**config.mk**
```make
export PLATFORM = sky130hd
export DESIGN_NAME = oneshot_strobe_timer
export DESIGN_NICKNAME = d
export VERILOG_FILES = /design/src/rtl/strobe_timer_pkg.sv /design/src/rtl/ost_count_assembler.sv /design/src/rtl/ost_trigger_unit.sv /design/src/rtl/ost_countdown.sv /design/src/rtl/oneshot_strobe_timer.sv
export SDC_FILE = /design/constraint.sdc
export NUM_CORES = 1
export LEC_CHECK = 0
export BUFFER_PORTS_ARGS = -buffer_cell sky130_fd_sc_hd__buf_2
export CELL_PAD_IN_SITES_DETAIL_PLACEMENT = 1
export CELL_PAD_IN_SITES_GLOBAL_PLACEMENT = 1
export CORE_UTILIZATION = 54
export CTS_BUF_LIST = sky130_fd_sc_hd__clkbuf_8
export CTS_CLUSTER_DIAMETER = 120
export DETAILED_ROUTE_END_ITERATION = 8
export HOLD_SLACK_MARGIN = 0.05
export PLACE_DENSITY_LB_ADDON = 0.1
export REMOVE_ABC_BUFFERS = 1
export SLEW_MARGIN = 15
export SYNTH_ARGS = -nofsm -noshare
export SYNTH_HDL_FRONTEND = slang
export SYNTH_SLANG_ARGS = --single-unit
```
**constraint.sdc**
```tcl
create_clock -name clk -period 3.77 [get_ports clk]
set_clock_uncertainty 0.15 [all_clocks]
set_input_delay 0.5655 -clock clk [delete_from_list [all_inputs] [get_ports clk]]
set_output_delay 0.5655 -clock clk [all_outputs]
set_load 0.005 [all_outputs]
```
**src/rtl/strobe_timer_pkg.sv**
```systemverilog
package strobe_timer_pkg;
    typedef enum logic {
        TRIG_SOFT = 1'b0,
        TRIG_GATE = 1'b1
    } trig_mode_e;
endpackage

```
**src/rtl/ost_count_assembler.sv**
```systemverilog
module ost_count_assembler #(
    parameter int CNT_W  = 16,
    parameter int BYTE_W = 8
) (
    input  logic              clk,
    input  logic              rst_n,
    input  logic              wr_en_i,
    input  logic [BYTE_W-1:0] wr_data_i,
    output logic [CNT_W-1:0]  value_o,
    output logic              commit_o
);
    localparam int NBYTES = CNT_W / BYTE_W;
    localparam int IDX_W  = (NBYTES > 1) ? $clog2(NBYTES) : 1;
    localparam logic [IDX_W-1:0] LAST_IDX = IDX_W'(NBYTES - 1);

    typedef struct packed {
        logic [IDX_W-1:0] idx;
        logic [CNT_W-1:0] shift;
        logic [CNT_W-1:0] value;
        logic             commit;
    } asm_t;

    asm_t q, d;
    logic [CNT_W-1:0] shifted;

    always_comb begin
        d       = q;
        d.commit = 1'b0;
        shifted = {wr_data_i, q.shift[CNT_W-1:BYTE_W]};
        if (wr_en_i) begin
            d.shift = shifted;
            if (q.idx == LAST_IDX) begin
                d.idx    = '0;
                d.value  = shifted;
                d.commit = 1'b1;
            end else begin
                d.idx = q.idx + IDX_W'(1);
            end
        end
    end

    always_ff @(posedge clk or negedge rst_n) begin
        if (!rst_n) q <= '0;
        else        q <= d;
    end

    assign value_o  = q.value;
    assign commit_o = q.commit;

    // a byte that does not complete the word never commits
    p_partial_quiet_r2: assert property (@(posedge clk) disable iff (!rst_n)
        (wr_en_i && q.idx != LAST_IDX) |=> !q.commit);
    // the assembled value only moves on a completing write
    p_value_hold_r2: assert property (@(posedge clk) disable iff (!rst_n)
        !wr_en_i |=> $stable(q.value));
endmodule

```
**src/rtl/ost_trigger_unit.sv**
```systemverilog
module ost_trigger_unit
    import strobe_timer_pkg::*;
(
    input  logic       clk,
    input  logic       rst_n,
    input  trig_mode_e mode_i,
    input  logic       gate_i,
    input  logic       commit_i,
    output logic       load_o,
    output logic       count_en_o
);
    typedef struct packed {
        logic gate;
        logic rise;
    } trg_t;

    trg_t q, d;

    always_comb begin
        d      = q;
        d.gate = gate_i;
        d.rise = gate_i & ~q.gate;
    end

    always_ff @(posedge clk or negedge rst_n) begin
        if (!rst_n) q <= '{gate: 1'b1, rise: 1'b0};
        else        q <= d;
    end

    always_comb begin
        if (mode_i == TRIG_GATE) begin
            load_o     = q.rise;
            count_en_o = 1'b1;
        end else begin
            load_o     = commit_i;
            count_en_o = gate_i;
        end
    end

    // a detected edge implies gate was high at the edge before
    p_edge_source_r6: assert property (@(posedge clk) disable iff (!rst_n)
        q.rise |-> $past(gate_i));
    // two consecutive detections are impossible
    p_edge_single_r6: assert property (@(posedge clk) disable iff (!rst_n)
        q.rise |=> !q.rise);
endmodule

```
**src/rtl/ost_countdown.sv**
```systemverilog
module ost_countdown #(
    parameter int CNT_W = 16
) (
    input  logic             clk,
    input  logic             rst_n,
    input  logic             load_i,
    input  logic             en_i,
    input  logic [CNT_W-1:0] value_i,
    output logic             strobe_n_o
);
    typedef struct packed {
        logic [CNT_W-1:0] cnt;
        logic             armed;
        logic             strobe_n;
    } cd_t;

    cd_t q, d;

    always_comb begin
        d          = q;
        d.strobe_n = 1'b1;
        if (load_i) begin
            d.cnt   = value_i;
            d.armed = 1'b1;
        end else if (en_i) begin
            d.cnt = q.cnt - CNT_W'(1);
            if (q.armed && q.cnt == CNT_W'(1)) begin
                d.strobe_n = 1'b0;
                d.armed    = 1'b0;
            end
        end
    end

    always_ff @(posedge clk or negedge rst_n) begin
        if (!rst_n) q <= '{cnt: '0, armed: 1'b0, strobe_n: 1'b1};
        else        q <= d;
    end

    assign strobe_n_o = q.strobe_n;

    // the strobe lasts exactly one clock
    p_single_low_r3: assert property (@(posedge clk) disable iff (!rst_n)
        !q.strobe_n |=> q.strobe_n);
    // with counting disabled the count holds and no strobe appears
    p_hold_r4: assert property (@(posedge clk) disable iff (!rst_n)
        (!en_i && !load_i) |=> ($stable(q.cnt) && q.strobe_n));
    // a load takes the offered value and arms the channel
    p_reload_r5: assert property (@(posedge clk) disable iff (!rst_n)
        load_i |=> (q.cnt == $past(value_i) && q.armed));
    // no strobe without an armed sequence
    p_no_strobe_unarmed_r9: assert property (@(posedge clk) disable iff (!rst_n)
        (!q.armed && !load_i) |=> q.strobe_n);
endmodule

```
**src/rtl/oneshot_strobe_timer.sv**
```systemverilog
module oneshot_strobe_timer
    import strobe_timer_pkg::*;
#(
    parameter int CNT_W  = 16,
    parameter int BYTE_W = 8
) (
    input  logic              clk,
    input  logic              rst_n,
    input  logic              mode,
    input  logic              wr_en,
    input  logic [BYTE_W-1:0] wr_data,
    input  logic              gate,
    output logic              strobe_n
);
    logic [CNT_W-1:0] count_val;
    logic             commit;
    logic             load;
    logic             count_en;
    trig_mode_e       trig_mode;

    assign trig_mode = trig_mode_e'(mode);

    ost_count_assembler #(.CNT_W(CNT_W), .BYTE_W(BYTE_W)) u_asm (
        .clk      (clk),
        .rst_n    (rst_n),
        .wr_en_i  (wr_en),
        .wr_data_i(wr_data),
        .value_o  (count_val),
        .commit_o (commit)
    );

    ost_trigger_unit u_trg (
        .clk       (clk),
        .rst_n     (rst_n),
        .mode_i    (trig_mode),
        .gate_i    (gate),
        .commit_i  (commit),
        .load_o    (load),
        .count_en_o(count_en)
    );

    ost_countdown #(.CNT_W(CNT_W)) u_cd (
        .clk       (clk),
        .rst_n     (rst_n),
        .load_i    (load),
        .en_i      (count_en),
        .value_i   (count_val),
        .strobe_n_o(strobe_n)
    );

    // in gate mode a count write alone never loads the counter
    p_write_no_start_r8: assert property (@(posedge clk) disable iff (!rst_n)
        (mode && $past(wr_en) && !$past(gate)) |-> !load);
endmodule

```
==> load_flow_metrics.sql, run 1 <==
INSERT INTO impl_metrics (metric_group, metric, value, unit) VALUES
('synthesis', 'synth.cells.most_frequent', '44 x sky130_fd_sc_hd__dfrtp_1, 25 x sky130_fd_sc_hd__mux2_2, 10 x sky130_fd_sc_hd__nor2_1, 9 x sky130_fd_sc_hd__o21ai_0', ''),
('global_route', 'globalRouteTotalUtil', '0.268', ''),
('critical_path', 'startpoint', 'u_cd.q[2]', ''),
('critical_path', 'required', '3.84', 'ns'),
('run', 'cap_violations', '0', ''),
('synthesis', 'syn-instance-count', '167', ''),
('global_route', 'largest_net_degree_at_the_start_of_global_routing', '47', ''),
('place', 'gp_congestion', '0.788', ''),
('cells_and_area', 'final.fill_count', '386', ''),
('clock_tree', 'tritoncts_clock_tree', 'built', ''),
('critical_path', 'reg2reg_setup_slack', '1.76', 'ns'),
('synthesis', 'yosys.area_share.simple', '0.118', ''),
('clock_tree', 'holdBufCountCts', '0', ''),
('power', 'max-vdd-ir-drop', '0.000353', 'V'),
('timing', 'relSlewSlack', '0.340', ''),
('clock_tree', 'cts_setup_buffers', '0', ''),
('clock_tree', 'clock_tree.root_cell', 'sky130_fd_sc_hd__clkbuf_8', ''),
('timing', 'rsz_0062_raised_after_global_routing', 'no', ''),
('floorplan', 'placement_rows', '22', ''),
('detailed_routing', 'route.vias.total', '1410', ''),
('clock_tree', 'clk_latency', '0.30', 'ns'),
('run_status', 'status', 'complete, no violations', ''),
('critical_path', 'worst_setup_path_start_kind', 'register', ''),
('critical_path', 'endpoint_kind', 'register', ''),
('synthesis', 'post_synth_xor_area_fraction', '0.0256', ''),
('timing', 'highest_clock_rate', '499', 'MHz'),
('synthesis', 'mux_cell_area_share_after_synthesis', '0.144', ''),
('power', 'pwr_cell_area', '726', 'mW/mm2'),
('global_route', 'grt_pass1_vias', '1528', ''),
('clock_tree', 'htree_levels', '2', ''),
('hold_path', 'class_of_the_most_critical_hold_timing_path', 'input pin to register', ''),
('synthesis', 'synth.top_cells.by_area', 'sky130_fd_sc_hd__dfrtp_1 54%, sky130_fd_sc_hd__mux2_2 14%, sky130_fd_sc_hd__a22oi_1 2.9%, sky130_fd_sc_hd__dfstp_2 2.6%, sky130_fd_sc_hd__a221o_1 2.4%', ''),
('synthesis', 'yosysSeqAreaShare', '0.563', ''),
('place', 'hpwlAfterDp', '3210', 'um'),
('synthesis', 'synth.yosys.warnings', '0', ''),
('synthesis', 'complex_gate_fraction_of_the_synthesized_area', '0.119', ''),
('critical_path', 'regToRegEndpoint', 'u_cd.q[13]', ''),
('detailed_routing', 'wl_per_cell', '19.8', 'um'),
('synthesis', 'synth-adder-area-share', '0.0122', ''),
('power', 'power.leakage', '0.957', 'nW'),
('detailed_routing', 'drt_first_iter_violations', '107', ''),
('timing', 'whs', '0.244', 'ns'),
('global_route', 'grt_antenna_before_repair', '0', ''),
('critical_path', 'timing.rr.start', 'u_cd.q[2]', ''),
('detailed_routing', 'detail_route.drc_violations', '0', ''),
('synthesis', 'synth.distinct_cells', '38', ''),
('synthesis', 'postSynthRegisterBits', '46', ''),
('detailed_routing', 'postRouteWirelength', '4600', 'um'),
('cells_and_area', 'final_design_area_no_fill', '0.00224', 'mm2'),
('timing', 'tns', '0', 'ns'),
('critical_path', 'crit_arrival', '2.08', 'ns'),
('global_route', 'grt_pass1_wl', '7890', 'um'),
('floorplan', 'core-area', '0.00366', 'mm2'),
('synthesis', 'share_of_flip_flops_with_an_asynchronous_set_or_reset', '1.00', ''),
('critical_path', 'cp_max_fo', '7', ''),
('floorplan', 'die-height', '63.6', 'um'),
('detailed_routing', 'final_antenna_net_count', '0', ''),
('global_route', 'grt-ovfl-total', '0', ''),
('critical_path', 'crit_end', 'u_cd.q[13]', ''),
('clock_tree', 'post_cts_resized', '0', ''),
('timing', 'report.final.slew_viol_count', '0', ''),
('synthesis', 'post-synth-top-area-fraction', '0.537', ''),
('clock_tree', 'path_clk_slew', '0.08', 'ns'),
('place', 'placement.io_buffers', '13', ''),
('place', 'dpl-instance-area', '0.00216', 'mm2'),
('clock_tree', 'number_of_clock_buffers_inserted_by_tritoncts', '5', ''),
('floorplan', 'initial_core_util', '0.560', ''),
('timing', 'report.final.setup_viol', '0', ''),
('cells_and_area', 'proportion_of_layout_cells_with_a_drive_suffix_above_1', '0.299', ''),
('synthesis', 'synth_largest_area_cell', 'sky130_fd_sc_hd__dfrtp_1', ''),
('timing', 'max_slew.worst_pin.slew', '0.990', 'ns');
[critical path: stages (launching register included)]
cell                       delay (ns)
sky130_fd_sc_hd__dfrtp_1         0.45
sky130_fd_sc_hd__or4_4           0.60
sky130_fd_sc_hd__nor3_4          0.29
sky130_fd_sc_hd__and2_2          0.25
sky130_fd_sc_hd__nand2_1         0.07
sky130_fd_sc_hd__o211ai_2        0.15
[how the worst min path moves through the flow]
stage	start	endpoint	cells past startpoint
6_report	gate	u_trg.q[1]	1
5_1_grt	gate	u_trg.q[1]	1
4_1_cts	gate	u_trg.q[1]	1
3_5_place_dp	u_asm.q[33]	u_asm.q[33]	1
3_3_place_gp	u_asm.q[33]	u_asm.q[33]	1
2_1_floorplan	rst_n	u_asm.commit_o	0
[stage by stage]
| step | setup slack [ns] | total power [mW] | cells | util |
|---|---|---|---|---|
| global route | 1.68 | 1.74 | 232 | 0.613 |
| floorplan | 1.40 | 1.18 | 162 | - |
| detailed placement | 1.29 | 1.36 | 224 | 0.590 |
| CTS | 1.52 | 1.64 | 232 | 0.612 |
| global placement | 1.45 | 1.30 | 224 | 0.590 |
| finish | 1.76 | 1.63 | 232 | 0.613 |
[kinds of logic (layout without fill, tap and decap cells)]
| group | count (synthesis) | in the layout |
|---|---|---|
| simple gates | 42 | 42 |
| xor+xnor | 6 | 6 |
| fa+ha+maj | 2 | 2 |
| buf+inv | 9 | 26 |
| mux | 26 | 26 |
| compound gates | 36 | 36 |
| flops | 46 | 46 |
[routing by layer]
| metal | vias up | global-route usage | wire, um |
|---|---|---|---|
| li1 | 650 | - | - |
| met4 | 0 | 0.0938 | 72 |
| met5 | - | 0 | 0 |
| met2 | 24 | 0.439 | 2340 |
| met3 | 9 | 0.0598 | 122 |
| met1 | 727 | 0.349 | 2070 |
[layout by cell type (no fill, tap or decap), drive strengths merged, types with 5 or more instances in the layout]
| master | count |
|---|---|
| nor2 | 11 |
| a221o | 5 |
| nand3 | 5 |
| dfrtp | 44 |
| nand2 | 8 |
| o21ai | 14 |
| clkbuf | 5 |
| inv | 7 |
| a22oi | 8 |
| buf | 14 |
| mux2 | 25 |
[flip-flops by register name (all words and copies together), names as in the netlist]
signal	flops
u_asm.commit_o	1
u_asm.q	9
u_asm.value_o	16
u_cd.q	17
u_cd.strobe_n_o	1
u_trg.q	2
[layout make-up]
| class | instances | area (um2) | area share |
|---|---|---|---|
| repair buffers | 14 | 72.6 | 0.0323 |
| well taps | 48 | 60.1 | 0.0268 |
| clock buffers | 5 | 68.8 | 0.0307 |
| flip-flops and latches | 46 | 1150 | 0.514 |
| inverters | 4 | 15.0 | 0.00669 |
| clock inverters | 3 | 11.3 | 0.00502 |
| multi-input cells | 112 | 862 | 0.384 |
[report_power, final]
group	internal [mW]	leakage (nW)	switching, mW	total, mW
Combinational	0.242	0.361	0.243	0.485
Clock	0.124	0.0519	0.152	0.276
Sequential	0.686	0.544	0.183	0.869
Note: power is estimated with default switching activity, not from simulation.
==> inputs of run 2 (changes only) <==
--- a/config.mk
+++ b/config.mk
@@ -8,7 +8,7 @@
 export BUFFER_PORTS_ARGS = -buffer_cell sky130_fd_sc_hd__buf_2
 export CELL_PAD_IN_SITES_DETAIL_PLACEMENT = 1
 export CELL_PAD_IN_SITES_GLOBAL_PLACEMENT = 1
-export CORE_UTILIZATION = 54
+export CORE_UTILIZATION = 50
 export CTS_BUF_LIST = sky130_fd_sc_hd__clkbuf_8
 export CTS_CLUSTER_DIAMETER = 120
 export DETAILED_ROUTE_END_ITERATION = 8
==> constraint.sdc (replaced) <==
create_clock -name clk -period 1.9 [get_ports clk]
set_clock_uncertainty 0.15 [all_clocks]
set_input_delay 0.285 -clock clk [delete_from_list [all_inputs] [get_ports clk]]
set_output_delay 0.285 -clock clk [all_outputs]
set_load 0.005 [all_outputs]
==> run 2 against run 1 <==
Power up 120%. Fmax up 7.0%. Flip-flop and latch count unchanged. Clock-buffer cell count up 1. Hold slack worse by 0.17 ns. First-iteration DRC count down 8.4%. Non-clock buffer count up 19. Clock power up 130%. Sequential share of layout area down 4.5 points. Register-to-register slack worse by 1.7 ns.
==> load_flow_metrics.sql, run 2 (synthesis results as in run 1) <==
INSERT INTO impl_metrics (metric_group, metric, value, unit) VALUES
('critical_path', 'crit_arrival', '1.91', 'ns'),
('cells_and_area', 'area.growth.synth_to_final', '20.0', '%'),
('cells_and_area', 'final_cell_mix', '44 x sky130_fd_sc_hd__dfrtp_1, 25 x sky130_fd_sc_hd__mux2_2, 16 x sky130_fd_sc_hd__buf_4', ''),
('clock_tree', 'number_of_clock_buffers_inserted_by_tritoncts', '5', ''),
('timing', 'report.final.slew_viol_count', '0', ''),
('clock_tree', 'cts.sink_count', '46', ''),
('detailed_routing', 'route.vias.total', '1519', ''),
('timing', 'rsz_0062_raised_after_global_routing', 'yes', ''),
('place', 'placement.io_buffers', '13', ''),
('place', 'gp_congestion', '0.780', ''),
('clock_tree', 'clock_tree.root_cell', 'sky130_fd_sc_hd__clkbuf_8', ''),
('floorplan', 'design.die.area', '0.00436', 'mm2'),
('timing', 'relSlewSlack', '0.697', ''),
('power', 'power.leakage', '1.06', 'nW'),
('critical_path', 'crit_path_cell_trace', 'or4_4 > buf_4 > nor2_1 > o21ai_0 > a221o_1', ''),
('global_route', 'globalRouteTotalUtil', '0.271', ''),
('floorplan', 'initial_core_util', '0.540', ''),
('floorplan', 'core-area', '0.00380', 'mm2'),
('cells_and_area', 'largest_reg_flops', '17', ''),
('critical_path', 'timing.setup.critical_path_class', 'register to register', ''),
('floorplan', 'pin_count', '14', ''),
('detailed_routing', 'detail_route.drc_violations', '0', ''),
('global_route', 'grt_pass1_wl', '8410', 'um'),
('clock_tree', 'cts_max_path_buffers', '2', ''),
('critical_path', 'worst_setup_path_start_kind', 'register', ''),
('detailed_routing', 'final_antenna_net_count', '0', ''),
('critical_path', 'reg2reg_setup_slack', '0.03', 'ns'),
('timing', 'report.final.setup_viol', '0', ''),
('cells_and_area', 'final.fill_count', '381', ''),
('critical_path', 'required', '1.94', 'ns'),
('global_route', 'grt_pass1_vias', '1719', ''),
('run', 'cap_violations', '0', ''),
('detailed_routing', 'routed_via_density', '6.05', ''),
('place', 'hpwlAfterDp', '3390', 'um'),
('global_route', 'grt-ovfl-total', '0', ''),
('cells_and_area', 'layout.cells.most_common', 'sky130_fd_sc_hd__dfrtp_1', ''),
('critical_path', 'endpoint_kind', 'register', ''),
('timing', 'finalCritPeriodShare', '0.986', ''),
('cells_and_area', 'top_register', 'u_cd.q', ''),
('hold_path', 'class_of_the_most_critical_hold_timing_path', 'input pin to register', ''),
('critical_path', 'critPathMaxStageDelay', '0.56', 'ns'),
('timing', 'timing_hold_violations_final', '0', ''),
('detailed_routing', 'detail_route.first_pass.iterations', '4', ''),
('clock_tree', 'clk_latency', '0.30', 'ns'),
('clock_tree', 'htree_levels', '2', ''),
('floorplan', 'placement_rows', '22', ''),
('detailed_routing', 'postRouteWirelength', '5030', 'um'),
('power', 'max-vdd-ir-drop', '0.000747', 'V'),
('clock_tree', 'tritoncts_clock_tree', 'built', ''),
('run_status', 'status', 'complete, no violations', ''),
('global_route', 'grt_antenna_before_repair', '0', ''),
('cells_and_area', 'layout.nets', '217', ''),
('critical_path', 'slowest_stage', 'sky130_fd_sc_hd__or4_4', ''),
('cells_and_area', 'core_utilization_of_the_finished_layout', '0.648', ''),
('cells_and_area', 'multi_input_comb_area', '901', 'um2'),
('timing', 'whs', '0.0733', 'ns'),
('detailed_routing', 'drt_first_iter_violations', '98', ''),
('timing', 'max_slew.worst_pin.slew', '0.453', 'ns'),
('timing', 'min_period', '1.87', 'ns'),
('floorplan', 'floorplan.die.width', '66.0', 'um'),
('cells_and_area', 'insertedDiodeCount', '0', ''),
('critical_path', 'cp_max_fo', '2', ''),
('clock_tree', 'path_clk_slew', '0.09', 'ns'),
('global_route', 'largest_net_degree_at_the_start_of_global_routing', '47', ''),
('cells_and_area', 'proportion_of_layout_cells_with_a_drive_suffix_above_1', '0.394', ''),
('floorplan', 'die-height', '66.0', 'um'),
('detailed_routing', 'wl_per_cell', '20.0', 'um'),
('timing', 'tns', '0', 'ns'),
('timing', 'highest_clock_rate', '534', 'MHz'),
('power', 'pwr_cell_area', '1470', 'mW/mm2'),
('cells_and_area', 'ff_latch_area', '0.00115', 'mm2');
[run 2: cell count changes in the layout (fill, tap and decap cells not counted), sizes merged]
cell	previous run	this run
clkinv	0	1
dlygate4sd3	0	2
inv	7	4
clkinvlp	0	1
buf	14	31
clkbuf	5	6
[run 2: area by class of cell]
cell class	count	area share
Clock buffer	6	0.0336
Clock inverter	2	0.00508
Inverter	4	0.00610
Multi-Input combinational cell	112	0.366
Sequential cell	46	0.469
Tap cell	48	0.0244
Timing Repair Buffer	33	0.0961
[run 2: routing by layer]
layer,part of all wire,track usage,wire length [um],up-vias
li1,-,-,-,682
met1,0.44,0.331,2200,787
met2,0.51,0.466,2580,41
met3,0.030,0.0448,151,9
met4,0.021,0.125,106,0
met5,0,0,0,-
[run 2: what timing repair did]
action	4_1_cts	5_1_grt
resized for setup	6	6
endpoints found under the hold margin	45	0
hold buffers	2	0
buffers inserted	3	2
pin swaps	4	5
setup endpoints to repair	17	10
[run 2: path summary, 6_finish.rpt]
| path | startpoint | endpoint | cells past startpoint |
|---|---|---|---|
| max | u_cd.q[4] | u_cd.q[7] | 5 |
| min | wr_data[1] | u_asm.q[26] | 2 |
| max reg2reg | u_cd.q[4] | u_cd.q[7] | 5 |
| min reg2reg | u_asm.q[33] | u_asm.q[33] | 1 |
| max in group asynchronous | rst_n | u_trg.q[1] | 3 |
| min in group asynchronous | rst_n | u_trg.q[0] | 3 |
[run 2: per-stage QoR]
step	power, mW	cells	worst slack, ns	area (um2)
after global routing	3.81	251	-0.0288	2460
after CTS	3.55	249	-0.00639	2420
after detailed placement	2.84	236	-0.207	2260
final	3.61	251	0.0267	2460
after floorplan	2.34	162	-0.226	2030
after global placement	2.74	236	-0.0729	2260
[run 2: worst max-delay path: cells and delay by family, from the launching register on]
kind,cells,cell delay [ns]
AO/OA/AOI/OAI,2,0.40
flip-flops,1,0.39
buffers and inverters,1,0.17
AND/OR/NAND/NOR,2,0.64
[run 2: power breakdown]
part / internal [mW] / switching [mW] / total, mW
logic: 0.666 / 0.632 / 1.30
clock network: 0.293 / 0.338 / 0.631
registers: 1.36 / 0.324 / 1.69
